--- config.mk ---
export PLATFORM = sky130hd
export DESIGN_NAME = dspace_addr_decoder
export DESIGN_NICKNAME = d
export VERILOG_FILES = /design/src/rtl/dsd_pkg.sv /design/src/rtl/dsd_ptr_mux.sv /design/src/rtl/dsd_ea_calc.sv /design/src/rtl/dsd_region.sv /design/src/rtl/dspace_addr_decoder.sv
export SDC_FILE = /design/constraint.sdc
export NUM_CORES = 1
export LEC_CHECK = 0
export BUFFER_PORTS_ARGS = -buffer_cell sky130_fd_sc_hd__clkbuf_2
export CAP_MARGIN = 10
export CORE_MARGIN = 10
export CORE_UTILIZATION = 40
export DETAILED_ROUTE_END_ITERATION = 8
export PLACE_DENSITY = 0.79
export SLEW_MARGIN = 20
export SYNTH_ARGS = -nofsm -noshare
export SYNTH_HDL_FRONTEND = slang
export SYNTH_SLANG_ARGS = --single-unit
--- constraint.sdc ---
create_clock -name clk -period 4.4 [get_ports clk]
set_input_delay 0.88 -clock clk [delete_from_list [all_inputs] [get_ports clk]]
set_output_delay 0.88 -clock clk [all_outputs]
set_load 0.1 [all_outputs]
--- src/rtl/dsd_pkg.sv ---
package dsd_pkg;
  typedef enum logic [1:0] {
    TGT_NONE = 2'd0,
    TGT_GPR  = 2'd1,
    TGT_IO   = 2'd2,
    TGT_SRAM = 2'd3
  } tgt_e;

  typedef enum logic [2:0] {
    AM_DIRECT  = 3'd0,
    AM_IND     = 3'd1,
    AM_DISP    = 3'd2,
    AM_PREDEC  = 3'd3,
    AM_POSTINC = 3'd4
  } amode_e;
endpackage

--- src/rtl/dsd_ptr_mux.sv ---
module dsd_ptr_mux #(
  parameter int ADDR_W = 16,
  parameter int NPTR   = 3,
  parameter int SEL_W  = 2
) (
  input  logic [NPTR*ADDR_W-1:0] ptr_bytes,
  input  logic [SEL_W-1:0]       sel,
  output logic [ADDR_W-1:0]      ptr,
  output logic                   ptr_ok
);
  localparam int HALF = ADDR_W / 2;

  logic [ADDR_W-1:0] words [NPTR];

  // Each pointer is a register pair: the even register is the low byte.
  for (genvar g = 0; g < NPTR; g++) begin : g_pair
    assign words[g] = {ptr_bytes[(2*g+1)*HALF +: HALF], ptr_bytes[2*g*HALF +: HALF]};
  end

  always_comb begin
    ptr    = '0;
    ptr_ok = 1'b0;
    for (int i = 0; i < NPTR; i++) begin
      if (sel == SEL_W'(i)) begin
        ptr    = words[i];
        ptr_ok = 1'b1;
      end
    end
  end
endmodule

--- src/rtl/dsd_ea_calc.sv ---
module dsd_ea_calc
  import dsd_pkg::*;
#(
  parameter int ADDR_W   = 16,
  parameter int DISP_W   = 6,
  parameter int SEL_W    = 2,
  parameter int NO_DISP_SEL = 0
) (
  input  logic [2:0]        mode,
  input  logic [SEL_W-1:0]  ptr_sel,
  input  logic              ptr_ok,
  input  logic [ADDR_W-1:0] ptr,
  input  logic [DISP_W-1:0] disp,
  input  logic [ADDR_W-1:0] direct_addr,
  output logic [ADDR_W-1:0] ea,
  output logic              wb_en,
  output logic [ADDR_W-1:0] wb_val,
  output logic              bad
);
  localparam logic [ADDR_W-1:0] ONE = ADDR_W'(1);

  always_comb begin
    ea     = '0;
    wb_en  = 1'b0;
    wb_val = '0;
    bad    = 1'b0;
    case (amode_e'(mode))
      AM_DIRECT: ea = direct_addr;
      AM_IND: begin
        ea  = ptr;
        bad = !ptr_ok;
      end
      AM_DISP: begin
        ea  = ptr + ADDR_W'(disp);
        bad = !ptr_ok || (ptr_sel == SEL_W'(NO_DISP_SEL));
      end
      AM_PREDEC: begin
        ea     = ptr - ONE;
        wb_en  = ptr_ok;
        wb_val = ptr - ONE;
        bad    = !ptr_ok;
      end
      AM_POSTINC: begin
        ea     = ptr;
        wb_en  = ptr_ok;
        wb_val = ptr + ONE;
        bad    = !ptr_ok;
      end
      default: bad = 1'b1;
    endcase
  end
endmodule

--- src/rtl/dsd_region.sv ---
module dsd_region
  import dsd_pkg::*;
#(
  parameter int ADDR_W = 16,
  parameter int GPR_N  = 32,
  parameter int IO_N   = 64,
  parameter int SRAM_N = 1024,
  parameter int IDX_W  = 10
) (
  input  logic [ADDR_W-1:0] ea,
  output tgt_e              tgt,
  output logic [IDX_W-1:0]  idx,
  output logic              oor
);
  localparam int IO_BASE   = GPR_N;
  localparam int SRAM_BASE = GPR_N + IO_N;
  localparam int LIMIT     = SRAM_BASE + SRAM_N;

  logic [ADDR_W-1:0] off;

  always_comb begin
    tgt = TGT_NONE;
    off = '0;
    oor = 1'b0;
    if (ea < ADDR_W'(IO_BASE)) begin
      tgt = TGT_GPR;
      off = ea;
    end else if (ea < ADDR_W'(SRAM_BASE)) begin
      tgt = TGT_IO;
      off = ea - ADDR_W'(IO_BASE);
    end else if (ea < ADDR_W'(LIMIT)) begin
      tgt = TGT_SRAM;
      off = ea - ADDR_W'(SRAM_BASE);
    end else begin
      oor = 1'b1;
    end
    idx = off[IDX_W-1:0];
  end
endmodule

--- src/rtl/dspace_addr_decoder.sv ---
module dspace_addr_decoder
  import dsd_pkg::*;
#(
  parameter int ADDR_W = 16,
  parameter int GPR_N  = 32,
  parameter int IO_N   = 64,
  parameter int SRAM_N = 1024,
  parameter int DISP_W = 6,
  parameter int NPTR   = 3,
  parameter int SEL_W  = 2,
  parameter int IDX_W  = 10
) (
  input  logic                   clk,
  input  logic                   rst,
  input  logic                   req_valid,
  input  logic [2:0]             mode,
  input  logic [SEL_W-1:0]       ptr_sel,
  input  logic [DISP_W-1:0]      disp,
  input  logic [ADDR_W-1:0]      direct_addr,
  input  logic [NPTR*ADDR_W-1:0] ptr_bytes,
  output logic                   out_valid,
  output logic [1:0]             target,
  output logic [IDX_W-1:0]       local_idx,
  output logic                   out_of_range,
  output logic                   bad_req,
  output logic [ADDR_W-1:0]      eff_addr,
  output logic                   wb_en,
  output logic [SEL_W-1:0]       wb_sel,
  output logic [ADDR_W-1:0]      wb_value
);
  logic [ADDR_W-1:0] ptr, ea, wb_val_c;
  logic              ptr_ok, wb_c, bad_c, oor_c;
  tgt_e              tgt_c;
  logic [IDX_W-1:0]  idx_c;

  dsd_ptr_mux #(.ADDR_W(ADDR_W), .NPTR(NPTR), .SEL_W(SEL_W)) u_mux (
    .ptr_bytes(ptr_bytes), .sel(ptr_sel), .ptr(ptr), .ptr_ok(ptr_ok)
  );

  dsd_ea_calc #(.ADDR_W(ADDR_W), .DISP_W(DISP_W), .SEL_W(SEL_W), .NO_DISP_SEL(0)) u_ea (
    .mode(mode), .ptr_sel(ptr_sel), .ptr_ok(ptr_ok), .ptr(ptr), .disp(disp),
    .direct_addr(direct_addr), .ea(ea), .wb_en(wb_c), .wb_val(wb_val_c), .bad(bad_c)
  );

  dsd_region #(.ADDR_W(ADDR_W), .GPR_N(GPR_N), .IO_N(IO_N), .SRAM_N(SRAM_N), .IDX_W(IDX_W)) u_reg (
    .ea(ea), .tgt(tgt_c), .idx(idx_c), .oor(oor_c)
  );

  always_ff @(posedge clk) begin
    if (rst) begin
      out_valid    <= 1'b0;
      target       <= TGT_NONE;
      local_idx    <= '0;
      out_of_range <= 1'b0;
      bad_req      <= 1'b0;
      eff_addr     <= '0;
      wb_en        <= 1'b0;
      wb_sel       <= '0;
      wb_value     <= '0;
    end else begin
      out_valid    <= req_valid;
      bad_req      <= req_valid && bad_c;
      target       <= (req_valid && !bad_c) ? tgt_c : TGT_NONE;
      local_idx    <= (req_valid && !bad_c) ? idx_c : '0;
      out_of_range <= req_valid && !bad_c && oor_c;
      eff_addr     <= (req_valid && !bad_c) ? ea : '0;
      wb_en        <= req_valid && !bad_c && wb_c;
      wb_sel       <= (req_valid && !bad_c && wb_c) ? ptr_sel : '0;
      wb_value     <= (req_valid && !bad_c && wb_c) ? wb_val_c : '0;
    end
  end
endmodule

==> results.py <==
metrics = {
    "worst_setup_path": {
        "worstSetupPathType": "in2reg",
        "startpoint_type": "input pin",
        "crit_start": "ptr_sel[0]",
        "critPathMaxFanout": 11,
        "worstPathRequired_ns": 4.63,
        "critPathArrivalTime_ns": 4.38,
        "critPathCaptureType": "register",
    },
    "pwr": {
        "pwr_density_cell_mw_per_mm2": 270,
        "worst_ir_drop_vdd_uv": 136,
        "power.leakage_nw": 2.22,
        "power_mw": 1.36,
    },
    "place": {
        "place.gp.congestion": 0.918,
        "dp_cells": 744,
        "dp_hpwl_um": 10500,
        "place_ws_ns": -0.195,
        "port_buffers": 127,
    },
    "timing": {
        "max_slew_margin_pct": 33.0,
        "final_max_slew_viol_count": 0,
        "final_hold_viol_count": 0,
        "final.period_utilization_pct": 94.4,
        "tightest_slew_ns": 1.00,
        "timing.final.crit_period_ns": 4.15,
        "setup_violations": 0,
        "max_freq_mhz": 241,
        "tns_ns": 0,
        "finalWorstSetupSlack_ns": 0.247,
    },
    "clock_tree": {
        "clockBufferDepth": 2,
        "cts_num_sinks": 50,
        "path_clk_slew_ns": 0.09,
        "tritoncts": "done",
        "cts-resized-gates": 0,
        "cts_made_buffers": 5,
        "cts_hold_buf": 0,
        "post-cts-setup-buffers": 0,
        "cts-root-buf": "clkbuf_8",
        "cts.htree.levels": 2,
    },
    "job": {
        "max_cap_viol_count": 0,
    },
    "global_route": {
        "antenna_found_initial": 0,
        "grt_pass1_vias": 4334,
        "grt_max_degree": 26,
        "gr-total-overflow": 0,
        "grt_pass1_wl_um": 20600,
        "track_usage_pct": 18.4,
    },
    "synthesis": {
        "synth_edf_count": 0,
        "synth-async-reset-ratio_pct": 0,
        "yosys_most_used_dff": "dfxtp_1",
        "yosys_warnings": 0,
        "synth_cells": 476,
        "seq_area_frac_synth_pct": 26.7,
        "ys_ff_latch": 50,
        "synthesis.area_mm2": 0.00375,
        "synth.distinct_cells": 75,
        "synth.net_count": 569,
        "syn_area_per_cell_um2": 7.88,
    },
    "cells_and_area": {
        "layout_common_cells": "127 x clkbuf_2, 62 x nor2_1, 59 x buf_4",
        "nFillCells": 871,
        "antennaDiodeCount": 0,
        "drive_above_1_share_pct": 36.7,
        "fin_nets": 733,
        "multi_input_area_mm2": 0.00261,
        "fin_cells": 752,
        "area_delta_synth_final_pct": 33.9,
        "mostFrequentLayoutCell": "clkbuf_2",
        "seqCellArea_mm2": 0.00100,
    },
    "detailed_routing": {
        "first_pass_iters": 5,
        "vias_per_cell": 5.55,
        "vias": 4173,
        "wl_per_cell_um": 17.1,
        "wl_um": 12900,
        "first_iter_violations": 241,
        "ant_nets": 0,
        "drc_errors": 0,
    },
    "worst_hold_path": {
        "min_from": "rst",
        "hold_class": "in2reg",
    },
    "status": {
        "status": "finished, final reports clean",
    },
    "floorplanning": {
        "core_area_mm2": 0.00920,
        "die_y_um": 117,
        "row_count": 35,
        "ios": 128,
        "die_w_um": 117,
        "initial_core_util_pct": 40.8,
        "die-area_mm2": 0.0136,
    },
}
[power by group]
part / total (mW) / leakage (nW) / switching (mW) / internal, mW
sequential: 0.464 / 0.404 / 0.00229 / 0.462
clock: 0.319 / 0.0514 / 0.150 / 0.170
combinational: 0.575 / 1.77 / 0.347 / 0.227
[Yosys cell counts (4+ instances only)]
cell	n	area (um2)
a211oi_1	5	37.5
a21o_1	5	37.5
a21oi_1	39	195
a21oi_2	9	78.8
a221oi_1	4	35.0
a22o_1	4	35.0
a22oi_1	12	90.1
and2_1	4	25.0
buf_4	6	45.0
clkbuf_1	16	60.1
dfxtp_1	50	1000
ha_1	14	175
inv_1	18	67.6
inv_2	4	15.0
nand2_1	29	109
nand2b_1	4	25.0
nand3_1	12	60.1
nand3b_1	15	113
nand4_1	6	37.5
nor2_1	63	236
nor2b_1	16	100
nor3_1	18	90.1
o21ai_0	12	60.1
o22ai_1	7	43.8
xnor2_1	18	158
xor2_1	10	87.6
[metal layers]
| metal | GRT usage, % | wire length [um] | vias up |
|---|---|---|---|
| li1 | - | - | 2045 |
| met1 | 23.4 | 5750 | 1924 |
| met2 | 30.9 | 5950 | 188 |
| met3 | 3.57 | 1010 | 16 |
| met4 | 5.19 | 146 | 0 |
| met5 | 0 | 0 | - |
[critical path, stage by stage]
cell	delay, ns
clkbuf_2	0.14
inv_2	0.09
ha_4	0.20
a21oi_1	0.24
a21oi_4	0.10
ha_1	0.30
buf_4	0.15
nor2b_1	0.13
o31a_1	0.35
o211ai_1	0.25
o21ai_0	0.20
a221oi_4	0.32
o21bai_4	0.21
nand4_4	0.12
or2_1	0.25
or3_1	0.32
a21oi_1	0.15
[kinds of logic (layout without fill, tap and decap cells)]
| logic type | after synthesis | after routing | synth area share, % |
|---|---|---|---|
| AOI/OAI and AO/OA | 137 | 137 | 26.7 |
| xor gates and xnor gates | 28 | 28 | 6.54 |
| adders and majority gates | 15 | 15 | 5.21 |
| buffers and inverters | 52 | 217 | 6.11 |
| DFF | 50 | 50 | 26.7 |
| muxes | 3 | 3 | 0.801 |
| and+or+nand+nor | 191 | 191 | 28.0 |
[final timing paths]
kind / to / depth (start not counted)
hold / removal: out_valid$_SDFF_PP0_ / 2
setup / recovery: local_idx[6]$_SDFF_PP0_ / 17
[area by class of cell]
| type | count | share of cell area (%) |
|---|---|---|
| multi-input cells | 374 | 51.9 |
| repair buffers | 186 | 21.5 |
| flip-flops and latches | 50 | 19.9 |
| well taps | 111 | 2.77 |
| inverters | 23 | 1.72 |
| clock buffers | 6 | 1.45 |
| clock inverters | 2 | 0.748 |
[state kept, by name (all words and copies together), names as in the netlist]
register,cells
eff_addr,16
wb_value,16
local_idx,10
target,2
wb_sel,2
bad_req,1
out_of_range,1
out_valid,1
wb_en,1
[through the flow]
stage | util, % | hold WS, ns | cell area, um2
6_report | 54.6 | 0.755 | 5020
5_1_grt | 54.6 | 0.751 | 5020
4_1_cts | 53.9 | 0.747 | 4960
3_5_place_dp | 52.7 | 1.07 | 4850
3_3_place_gp | 52.7 | 1.06 | 4850
2_1_floorplan | - | 0.971 | 3770
No activity file was read; power rests on OpenSTA's default activity.
